**config.mk**
```make
export PLATFORM = sky130hd
export DESIGN_NAME = wo_coh_ctrl
export DESIGN_NICKNAME = d
export VERILOG_FILES = /design/src/rtl/wo_coh_pkg.sv /design/src/rtl/wo_tag_store.sv /design/src/rtl/wo_snoop_unit.sv /design/src/rtl/wo_cpu_unit.sv /design/src/rtl/wo_coh_ctrl.sv
export SDC_FILE = /design/constraint.sdc
export NUM_CORES = 2
export LEC_CHECK = 0
export ABC_AREA = 0
export BUFFER_PORTS_ARGS = -buffer_cell sky130_fd_sc_hd__buf_2
export CAP_MARGIN = 20
export CORE_MARGIN = 3
export CORE_UTILIZATION = 35
export DETAILED_ROUTE_END_ITERATION = 6
export GPL_TIMING_DRIVEN = 0
export PLACE_DENSITY = 0.56
export RECOVER_POWER = 100
export SYNTH_ARGS = -nofsm -noshare
export SYNTH_HDL_FRONTEND = slang
export SYNTH_SLANG_ARGS = --single-unit
```
**constraint.sdc**
```tcl
create_clock -name clk -period 13.4 [get_ports clk]
set_clock_uncertainty 0.15 [all_clocks]
set_input_delay 1.34 -clock clk [delete_from_list [all_inputs] [get_ports clk]]
set_output_delay 1.34 -clock clk [all_outputs]
set_load 0.005 [all_outputs]
```
**src/rtl/wo_coh_pkg.sv**
```systemverilog
package wo_coh_pkg;

   typedef enum logic [1:0] {
      LS_INV = 2'd0,
      LS_VAL = 2'd1,
      LS_RSV = 2'd2,
      LS_DRT = 2'd3
   } line_st_t;

   typedef enum logic [2:0] {
      BC_IDLE  = 3'd0,
      BC_READ  = 3'd1,
      BC_RDINV = 3'd2,
      BC_WWORD = 3'd3,
      BC_WLINE = 3'd4
   } bus_cmd_t;

   function automatic logic cmd_kills_copies(bus_cmd_t c);
      return (c == BC_RDINV) || (c == BC_WWORD);
   endfunction

endpackage

```
**src/rtl/wo_tag_store.sv**
```systemverilog
module wo_tag_store
   import wo_coh_pkg::*;
#(
   parameter int SETS  = 8,
   parameter int TAG_W = 3,
   localparam int IDX_W = $clog2(SETS)
) (
   input  logic             clk,
   input  logic             rst_n,
   input  logic             we,
   input  logic [IDX_W-1:0] w_idx,
   input  logic [TAG_W-1:0] w_tag,
   input  line_st_t         w_st,
   input  logic [IDX_W-1:0] a_idx,
   output logic [TAG_W-1:0] a_tag,
   output line_st_t         a_st,
   input  logic [IDX_W-1:0] b_idx,
   output logic [TAG_W-1:0] b_tag,
   output line_st_t         b_st,
   input  logic [IDX_W-1:0] c_idx,
   output logic [TAG_W-1:0] c_tag
);

   logic [SETS-1:0][TAG_W-1:0] tag_v;
   logic [SETS-1:0][1:0]       st_v;

   for (genvar g = 0; g < SETS; g++) begin : g_line
      logic [TAG_W-1:0] t_q;
      line_st_t         s_q;
      always_ff @(posedge clk or negedge rst_n) begin
         if (!rst_n) begin
            t_q <= '0;
            s_q <= LS_INV;
         end else if (we && (w_idx == IDX_W'(g))) begin
            t_q <= w_tag;
            s_q <= w_st;
         end
      end
      assign tag_v[g] = t_q;
      assign st_v[g]  = s_q;
   end

   assign a_tag = tag_v[a_idx];
   assign a_st  = line_st_t'(st_v[a_idx]);
   assign b_tag = tag_v[b_idx];
   assign b_st  = line_st_t'(st_v[b_idx]);
   assign c_tag = tag_v[c_idx];

endmodule

```
**src/rtl/wo_snoop_unit.sv**
```systemverilog
module wo_snoop_unit
   import wo_coh_pkg::*;
#(
   parameter int TAG_W = 3
) (
   input  logic             snp_valid,
   input  bus_cmd_t         snp_cmd,
   input  logic [TAG_W-1:0] snp_tag,
   input  logic [TAG_W-1:0] lk_tag,
   input  line_st_t         lk_st,
   input  logic             pend_busy,
   output logic             abort,
   output logic             upd_en,
   output line_st_t         upd_st,
   output logic             pend_set,
   output logic             pend_to_val
);

   logic hit;
   logic is_rd;
   logic is_kill;

   assign hit     = snp_valid && (lk_st != LS_INV) && (lk_tag == snp_tag);
   assign is_rd   = (snp_cmd == BC_READ);
   assign is_kill = cmd_kills_copies(snp_cmd);

   always_comb begin
      abort       = 1'b0;
      upd_en      = 1'b0;
      upd_st      = lk_st;
      pend_set    = 1'b0;
      pend_to_val = is_rd;
      if (hit && (is_rd || is_kill)) begin
         if (lk_st == LS_DRT) begin
            abort    = 1'b1;
            pend_set = !pend_busy;
         end else if (is_kill) begin
            upd_en = 1'b1;
            upd_st = LS_INV;
         end else if (lk_st == LS_RSV) begin
            upd_en = 1'b1;
            upd_st = LS_VAL;
         end
      end
   end

endmodule

```
**src/rtl/wo_cpu_unit.sv**
```systemverilog
module wo_cpu_unit
   import wo_coh_pkg::*;
#(
   parameter int ADDR_W = 8,
   parameter int OFF_W  = 2,
   parameter int IDX_W  = 3,
   localparam int TAG_W = ADDR_W - IDX_W - OFF_W
) (
   input  logic              cpu_valid,
   input  logic              cpu_store,
   input  logic [ADDR_W-1:0] cpu_addr,
   input  logic [TAG_W-1:0]  lk_tag,
   input  line_st_t          lk_st,
   input  logic              hold,
   input  logic              snp_busy,
   input  logic              bus_gnt,
   input  logic              bus_abort,
   output logic              req,
   output bus_cmd_t          cmd,
   output logic [ADDR_W-1:0] addr,
   output logic              done,
   output logic              upd_en,
   output logic [TAG_W-1:0]  upd_tag,
   output line_st_t          upd_st
);

   logic [TAG_W-1:0] my_tag;
   logic [IDX_W-1:0] my_idx;
   logic             hit;
   logic             won;

   assign my_tag = cpu_addr[ADDR_W-1 -: TAG_W];
   assign my_idx = cpu_addr[OFF_W +: IDX_W];
   assign hit    = (lk_st != LS_INV) && (lk_tag == my_tag);
   assign won    = bus_gnt && !bus_abort;

   always_comb begin
      req     = 1'b0;
      cmd     = BC_IDLE;
      addr    = '0;
      done    = 1'b0;
      upd_en  = 1'b0;
      upd_tag = my_tag;
      upd_st  = lk_st;
      if (cpu_valid && !hold) begin
         if (hit) begin
            if (!cpu_store) begin
               done = !snp_busy;
            end else begin
               unique case (lk_st)
                  LS_VAL: begin
                     req  = 1'b1;
                     cmd  = BC_WWORD;
                     addr = cpu_addr;
                     if (won) begin
                        done   = 1'b1;
                        upd_en = 1'b1;
                        upd_st = LS_RSV;
                     end
                  end
                  LS_RSV: begin
                     done   = !snp_busy;
                     upd_en = !snp_busy;
                     upd_st = LS_DRT;
                  end
                  default: done = !snp_busy;
               endcase
            end
         end else if (lk_st == LS_DRT) begin
            req     = 1'b1;
            cmd     = BC_WLINE;
            addr    = {lk_tag, my_idx, {OFF_W{1'b0}}};
            upd_tag = lk_tag;
            if (won) begin
               upd_en = 1'b1;
               upd_st = LS_INV;
            end
         end else begin
            req  = 1'b1;
            cmd  = cpu_store ? BC_RDINV : BC_READ;
            addr = {my_tag, my_idx, {OFF_W{1'b0}}};
            if (won) begin
               upd_en = 1'b1;
               upd_st = cpu_store ? LS_DRT : LS_VAL;
            end
         end
      end
   end

endmodule

```
**src/rtl/wo_coh_ctrl.sv**
```systemverilog
module wo_coh_ctrl
   import wo_coh_pkg::*;
#(
   parameter int ADDR_W = 32,
   parameter int OFF_W  = 4,
   parameter int SETS   = 64
) (
   input  logic              clk,
   input  logic              rst_n,
   input  logic              cpu_valid,
   input  logic              cpu_store,
   input  logic [ADDR_W-1:0] cpu_addr,
   output logic              cpu_done,
   output logic              bus_req,
   output logic [2:0]        bus_cmd,
   output logic [ADDR_W-1:0] bus_addr,
   input  logic              bus_gnt,
   input  logic              bus_abort,
   input  logic              snp_valid,
   input  logic [2:0]        snp_cmd,
   input  logic [ADDR_W-1:0] snp_addr,
   output logic              snp_abort
);

   localparam int IDX_W = $clog2(SETS);
   localparam int TAG_W = ADDR_W - IDX_W - OFF_W;

   if (OFF_W < 1) begin : g_bad_off
      initial $error("wo_coh_ctrl: OFF_W must be at least 1");
   end
   if ((SETS < 2) || ((1 << IDX_W) != SETS)) begin : g_bad_sets
      initial $error("wo_coh_ctrl: SETS must be a power of two, at least 2");
   end
   if (TAG_W < 1) begin : g_bad_tag
      initial $error("wo_coh_ctrl: ADDR_W too small for SETS and OFF_W");
   end

   logic [IDX_W-1:0] cpu_idx;
   logic [IDX_W-1:0] sn_idx;
   logic [TAG_W-1:0] sn_tag;
   assign cpu_idx = cpu_addr[OFF_W +: IDX_W];
   assign sn_idx  = snp_addr[OFF_W +: IDX_W];
   assign sn_tag  = snp_addr[ADDR_W-1 -: TAG_W];

   logic             pend_q;
   logic [IDX_W-1:0] pend_idx_q;
   logic             pend_val_q;
   logic             pend_fin;

   logic             ts_we;
   logic [IDX_W-1:0] ts_idx;
   logic [TAG_W-1:0] ts_tag;
   line_st_t         ts_st;
   logic [TAG_W-1:0] cu_lk_tag, sn_lk_tag, pend_tag;
   line_st_t         cu_lk_st, sn_lk_st;

   wo_tag_store #(.SETS(SETS), .TAG_W(TAG_W)) u_store (
      .clk   (clk),
      .rst_n (rst_n),
      .we    (ts_we),
      .w_idx (ts_idx),
      .w_tag (ts_tag),
      .w_st  (ts_st),
      .a_idx (cpu_idx),
      .a_tag (cu_lk_tag),
      .a_st  (cu_lk_st),
      .b_idx (sn_idx),
      .b_tag (sn_lk_tag),
      .b_st  (sn_lk_st),
      .c_idx (pend_idx_q),
      .c_tag (pend_tag)
   );

   logic     sn_upd, sn_pend_set, sn_pend_val;
   line_st_t sn_upd_st;

   wo_snoop_unit #(.TAG_W(TAG_W)) u_snoop (
      .snp_valid   (snp_valid),
      .snp_cmd     (bus_cmd_t'(snp_cmd)),
      .snp_tag     (sn_tag),
      .lk_tag      (sn_lk_tag),
      .lk_st       (sn_lk_st),
      .pend_busy   (pend_q),
      .abort       (snp_abort),
      .upd_en      (sn_upd),
      .upd_st      (sn_upd_st),
      .pend_set    (sn_pend_set),
      .pend_to_val (sn_pend_val)
   );

   logic              cu_req, cu_upd;
   bus_cmd_t          cu_cmd;
   logic [ADDR_W-1:0] cu_addr;
   logic [TAG_W-1:0]  cu_upd_tag;
   line_st_t          cu_upd_st;

   wo_cpu_unit #(.ADDR_W(ADDR_W), .OFF_W(OFF_W), .IDX_W(IDX_W)) u_cpu (
      .cpu_valid (cpu_valid),
      .cpu_store (cpu_store),
      .cpu_addr  (cpu_addr),
      .lk_tag    (cu_lk_tag),
      .lk_st     (cu_lk_st),
      .hold      (pend_q),
      .snp_busy  (snp_valid),
      .bus_gnt   (bus_gnt),
      .bus_abort (bus_abort),
      .req       (cu_req),
      .cmd       (cu_cmd),
      .addr      (cu_addr),
      .done      (cpu_done),
      .upd_en    (cu_upd),
      .upd_tag   (cu_upd_tag),
      .upd_st    (cu_upd_st)
   );

   assign pend_fin = pend_q && bus_gnt && !bus_abort;

   always_ff @(posedge clk or negedge rst_n) begin
      if (!rst_n) begin
         pend_q     <= 1'b0;
         pend_idx_q <= '0;
         pend_val_q <= 1'b0;
      end else if (pend_fin) begin
         pend_q <= 1'b0;
      end else if (sn_pend_set) begin
         pend_q     <= 1'b1;
         pend_idx_q <= sn_idx;
         pend_val_q <= sn_pend_val;
      end
   end

   always_comb begin
      bus_req  = pend_q || cu_req;
      bus_cmd  = pend_q ? BC_WLINE : cu_cmd;
      bus_addr = pend_q ? {pend_tag, pend_idx_q, {OFF_W{1'b0}}} : cu_addr;
   end

   always_comb begin
      ts_we  = 1'b0;
      ts_idx = cpu_idx;
      ts_tag = cu_upd_tag;
      ts_st  = cu_upd_st;
      if (sn_upd) begin
         ts_we  = 1'b1;
         ts_idx = sn_idx;
         ts_tag = sn_lk_tag;
         ts_st  = sn_upd_st;
      end else if (pend_fin) begin
         ts_we  = 1'b1;
         ts_idx = pend_idx_q;
         ts_tag = pend_tag;
         ts_st  = pend_val_q ? LS_VAL : LS_INV;
      end else if (cu_upd) begin
         ts_we = 1'b1;
      end
   end

endmodule

```
Yosys cells after proc, flatten, opt, wreduce, memory -nomap -nowiden. Index checks and enable logic that the tools add are counted.

Flip-flop bits (word level): 1544. ROM bits: 0. Latch bits: 0. Memory bits (writable): 0. Bits of input ports: 74. Memories kept: 0.

Add/sub/neg operators: 0. Magnitude comparators: 3. Multipliers: 0. Muxes and demuxes: 72. Shifts and indexed selects: 0. Div/mod/pow operators: 0. Equality and inequality tests: 73. Bitwise operators: 1. Reduce and logical (&&, ||, !) cells: 83.

Operators by type and width (count): binary-select mux 22 bit (select 6 bit) (3); equality test 6 bit, second input constant (32); two-way mux 32 bit (6); two-way mux 22 bit (8); equality test 6 x 5 -> 1 bit, second input constant (16); logical AND 1 bit (72); equality test 6 x 4 -> 1 bit, second input constant (8); equality test 22 bit (2); two-way mux 2 bit (18); two-way mux 1 bit (26); binary-select mux 2 bit (select 6 bit) (2); equality test 6 x 3 -> 1 bit, second input constant (4); less-than comparator 6 x 7 -> 1 bit, second input constant (3); two-way mux 3 bit (5); equality test 6 x 2 -> 1 bit, second input constant (2); two-way mux 6 bit (2); equality test 2 bit, second input constant (4); equality test 3 x 2 -> 1 bit, second input constant (2); equality test 6 x 1 -> 1 bit, second input constant (1); logical NOT 6 bit (1); nonzero test 2 bit (3); one-hot mux 2 bit (2 select lines) (1); equality test 3 x 1 -> 1 bit, second input constant (1); logical NOT 1 bit (3); 5 further kinds (7).

Longest topological paths before layout.
Word-level depth: 11. Gate-level depth with buffers: 25. Mapped depth without buffers: 14.

By module. From an unflattened synthesis, not the netlist that was laid out.

Cells, all modules: 6401. Area total of the unflattened synthesis: 95766.8 um^2.

Modules (own cells, without submodules): wo_tag_store (cells an instance 6024, seq. area each 38436.9 um^2, area an instance 92914.1 um^2, instances 1); wo_coh_ctrl (cells an instance 194, seq. area each 200.2 um^2, area an instance 1392.6 um^2, instances 1); wo_cpu_unit (cells an instance 137, seq. area each 0.0 um^2, area an instance 1107.3 um^2, instances 1); wo_snoop_unit (cells an instance 46, seq. area each 0.0 um^2, area an instance 352.8 um^2, instances 1).

Least setup slack after synthesis. Ideal clock, no wire load.

Path type: input to output. Start: input cpu_addr[4]. End: output bus_addr[20]. Cell stages on the path: 23. Arrival time: 6.363 ns. Slack: 5.547 ns. Cell sequence: buf_2 > buf_2 > buf_2 > buf_4 > buf_2 > buf_2 > buf_2 > buf_2 > mux4_2 > a22oi_1 > nand2_1 > a21oi_1 > o311ai_0 > inv_1 > ha_1 > nor2_1 > nor4b_1 > nand4_1 > clkbuf_1 > o21a_1 > clkbuf_1 > clkbuf_1 > a22o_1.

Longest elaborated chain between the ends: 8. Elaborated cells on any way between the ends: 15. Those cells by class: eq/ne: 3; mux: 10; reduce/logical: 2.

RTL lines: from (decl) (RTL line wo_coh_ctrl.sv:12) `input logic [ADDR_W-1:0] cpu_addr,`; binary-select mux 2 bit (select 6 bit) (RTL line wo_tag_store.sv:44) `assign a_st = line_st_t'(st_v[a_idx]);`; two-way mux 2 bit (not written as such) (RTL line wo_tag_store.sv:44); equality test 2 x 1 -> 1 bit (RTL line wo_cpu_unit.sv:50) `unique case (lk_st)`; two-way mux 32 bit (RTL line wo_cpu_unit.sv:50); two-way mux 32 bit (RTL line wo_cpu_unit.sv:47) `if (!cpu_store) begin`; two-way mux 32 bit (*) (RTL line wo_cpu_unit.sv:46) `if (hit) begin`; two-way mux 32 bit (*) (RTL line wo_cpu_unit.sv:45) `if (cpu_valid && !hold) begin`; two-way mux 32 bit (*) (RTL line wo_coh_ctrl.sv:135) `bus_addr = pend_q ? {pend_tag, pend_idx_q, {OFF_W{1'b0}}} : cu_addr;`; to (decl) (RTL line wo_coh_ctrl.sv:16) `output logic [ADDR_W-1:0] bus_addr,`.

Mark *: on every way between the ends. The rest lies on a longest branch, timed or not. The select of a mux whose other input is x is not followed.

Worst setup path after layout.
Start: input snp_addr[4]. End: register u_store.g_line[45].t_q[7].

Longest elaborated chain between the ends: 10. Elaborated cells on any way between the ends: 20. Those cells by class: eq/ne: 4; mux: 11; reduce/logical: 5.

RTL lines: from (decl) (RTL line wo_coh_ctrl.sv:21) `input logic [ADDR_W-1:0] snp_addr,`; binary-select mux 2 bit (select 6 bit) (RTL line wo_tag_store.sv:46) `assign b_st = line_st_t'(st_v[b_idx]);`; two-way mux 2 bit (not written as such) (RTL line wo_tag_store.sv:46); equality test 2 bit / nonzero test 2 bit (equally long branches) (RTL line wo_snoop_unit.sv:40, wo_snoop_unit.sv:23); two-way mux 1 bit / logical AND 1 bit (equally long branches) (RTL line wo_snoop_unit.sv:40, wo_snoop_unit.sv:23); two-way mux 1 bit / logical AND 1 bit (equally long branches) (RTL line wo_snoop_unit.sv:37, wo_snoop_unit.sv:23); two-way mux 1 bit / logical AND 1 bit (equally long branches) (RTL line wo_snoop_unit.sv:34, wo_snoop_unit.sv:33); two-way mux 1 bit (RTL line wo_snoop_unit.sv:33) `if (hit && (is_rd || is_kill)) begin`; two-way mux 6 bit (RTL line wo_coh_ctrl.sv:143) `if (sn_upd) begin`; equality test 6 bit (RTL line wo_tag_store.sv:34) `end else if (we && (w_idx == IDX_W'(g))) begin`; logical AND 1 bit (RTL line wo_tag_store.sv:34); to (signal assigned) (RTL line wo_tag_store.sv:35) `t_q <= w_tag;`; to (decl) (RTL line wo_tag_store.sv:28) `logic [TAG_W-1:0] t_q;`.

Several ways; a longest one is shown, not always the timed one. The select of a mux whose other input is x is not followed. A chain may end at the register's enable or synchronous reset.

==> impl_metrics.ini <==
[sta]
finalCriticalPeriod_ps = 14620
rsz0062_at_grt = false
tns_ps = -1197680
slew_violations = 656
final-setup-viol-count = 1532
finalCritPeriodShare = 1.091
timing.final.hold_violations = 0
worstMarginPinSlew_ps = 8752
fmax_mhz = 68.38
slew_headroom = -4.835
worst_slack_ps = -1223

[cells_and_area]
layout-drive-gt1-share = 0.5171
instances_no_fill = 11269
final_design_area_no_fill_um2 = 115800
fin_nets = 7306
synthToLayoutAreaGrowth_pct = 17.52

[clock_tree]
root_buffer = clkbuf_16
h-tree-depth = 4
postCtsHoldBufs = 0
cts_buffer_depth = 4
clkSlewWorstSetupHoldPaths_ps = 60
cts_buffers = 195
cts_resized = 4
cts_setup_buffers = 0
clock-sinks = 1544
cts_tree = yes
clk_latency_ps = 970

[worst_hold_path]
hold_path_depth = 1
hold_path.class = flip-flop to flip-flop

[pwr]
combPwrFrac = 0.191
switching_power_w = 0.004423
p_leak_nw = 49.49
power.density_nw_per_um2 = 116.8
p_int_w = 0.009100
irDropWorstVdd_mv = 0.09892
clkPwrFrac = 0.426
p_seq_frac = 0.383
switching_share = 0.3271

[critical_path]
worstSetupPathDepth = 22
crit_buf_inv = 11
critPathLaunchType = primary input
worst_setup_path_end_kind = flip-flop
critical_path.cell_chain = buf_6 > buf_12 > buf_6 > buf_8 > buf_6 > clkbuf_1 > clkbuf_1 > mux2i_1 > a22o_1 > o21ai_0 > nand4_1 > o41ai_1 > xnor2_1 > nand4_1 > nor4_2 > clkbuf_4 > buf_2 > mux2_2 > nor3_1 > buf_6 > buf_2 > mux2_2
cp_max_fo = 12
required_ps = 14060
rr_worst_depth = 15
arrival_ps = 15290
path_common_cell = buf_6
slowest_delay_ps = 2280
critPathSlowestCell = clkbuf_1
critical_path_class = primary input to flip-flop
path_delay_family = buffers and inverters

[yosys]
ys_async_sr_fraction = 1.000
synth-seq-cells = 1544
netlist_instances = 6640
yosys_warnings = 0
synth_flop_cell = dfrtp_1
yosysUniqueCellTypes = 89
synth_area_um2 = 98560
synth_area_per_cell_um2 = 14.84
syn_nets = 6718
synth-edff-count = 0
synth_seq_area_share = 0.3920

[place]
port-buffer-count = 100
pre_cts_ws_ps = -1052
hpwl_mm = 590.8
place_area_um2 = 109600
gp_congestion = 1.123
placedCellCount = 10738

[global_route]
grt_pass1_wl_mm = 956.5
antenna_found_initial = 175
grt_pass1_vias = 78177
grt_remaining_overflow = 0
grt_start_max_net_pins = 156
grt_usage = 0.5311

[die]
initial_utilization = 0.3522
io_pins = 112
die_w_um = 536.7
fp.coreArea_um2 = 279900
rows = 194
die_h_um = 536.7
dieArea_um2 = 288000

[outcome]
status = complete, but fails checks
violations = DRC, capacitance limit, slew limit, setup timing

[route]
firstDrtPassIters = 7
first_iter_violations = 15718
vias = 87058
vias_per_cell = 7.725
routed_wl_mm = 779.2
avgRoutedWirePerCell_um = 69.15
drc = 45
ant_nets = 0

[run]
drv_cap = 19
## layout make-up
cell class	instances	area, µm²
diodes	173	432.9
plain buffers	728	3905
clock buffers	279	5692
clock inverters	62	944.7
fillers	25926	164000
inverters	20	76.32
multi-input cells	4347	55550
flip-flops and latches	1544	38640
well taps	3724	4659
repair buffers	392	5932
## sequential cells by signal (all words and copies together), names as in the netlist
name / flops
u_store.g_line.t_q: 1408
pend_q: 1
u_store.g_line.s_q: 128
pend_idx_q: 6
pend_val_q: 1
## Yosys cell counts, drive strengths merged, types with 7 or more instances
cell     number  area [µm²]
mux2       1547       18130
dfrtp      1544       38640
mux4       1180       26590
clkbuf      368        1381
buf         361        2366
mux2i       319        3206
nand2       266       998.5
a31oi       155       969.7
a22oi       107       808.3
nor2         89       334.1
nor3         85       970.9
a21oi        83       415.4
o21ai        68       340.3
nand3        61       305.3
o22ai        31       193.9
a22o         29       254.0
a221oi       28       245.2
a32oi        23       201.4
nor2b        19       118.9
and2         18       112.6
a211oi       17       132.6
inv          17       63.81
xnor2        17       148.9
nand2b       15       93.84
and3         14       87.58
nor4         13       93.84
xor2         13       113.9
nand4        12       75.07
nand3b       11       82.58
o211ai       11       82.58
or2           8       50.05
or3           8       50.05
a2111oi       7       61.31
## cell families after synthesis
group	Yosys count	share of synthesized area
compound gates	620	0.04298
xor+xnor	30	0.002666
fa+ha+maj	4	0.0005078
buf+inv	749	0.03878
flops	1544	0.3920
mux	3046	0.4863
simple gates	647	0.03671
## final timing paths
check / startpoint / to / slack (ps)
max: snp_addr[4] / u_store.g_line[45].t_q[7] / -1220
min: u_store.g_line[60].s_q[1] / u_store.g_line[60].s_q[1] / 360
max reg2reg: u_store.g_line[15].s_q[1] / u_store.g_line[45].t_q[7] / 4680
min reg2reg: u_store.g_line[60].s_q[1] / u_store.g_line[60].s_q[1] / 360
max in group asynchronous: rst_n / u_store.g_line[47].t_q[15] / 2070
min in group asynchronous: rst_n / u_store.g_line[12].t_q[17] / 3620
## stage by stage
stage	utilization	total power (W)	hold WS, ps
after floorplan	-	0.006214	321.2
after global placement	0.3706	0.007494	343.3
after detailed placement	0.3918	0.007647	348.1
after CTS	0.4155	0.01329	361.4
after global routing	0.4125	0.01360	382.2
final	0.4139	0.01352	361.9
## cell usage in the layout (no fill, tap or decap), drive strengths merged, types with 61 or more instances in the layout
cell type	Yosys	routed
mux2	1547	1547
nor3	85	85
clkbuf	368	795
diode	0	173
nand2	266	266
a31oi	155	155
mux4	1180	1180
dfrtp	1544	1544
nand3	61	61
mux2i	319	319
a21oi	83	83
buf	361	604
a22oi	107	107
nor2	89	89
o21ai	68	68
## per-layer routing
metal  GRT usage  up-vias  wire length (µm)
li1            -    27973                 -
met1      0.6041    46580            272400
met2      0.6674     9562            292900
met3      0.3607     2835            131000
met4      0.4431      108             80510
met5     0.03569        -              2350
## power by group through the flow
stage / clock network [W] / logic [W] / registers (W)
floorplan: 0 / 0.00108 / 0.00513
global placement: 0 / 0.00226 / 0.00524
detailed placement: 0 / 0.00241 / 0.00524
CTS: 0.00571 / 0.00241 / 0.00516
global route: 0.00590 / 0.00250 / 0.00520
finish: 0.00576 / 0.00258 / 0.00518
Note: power is estimated with default switching activity, not from simulation.
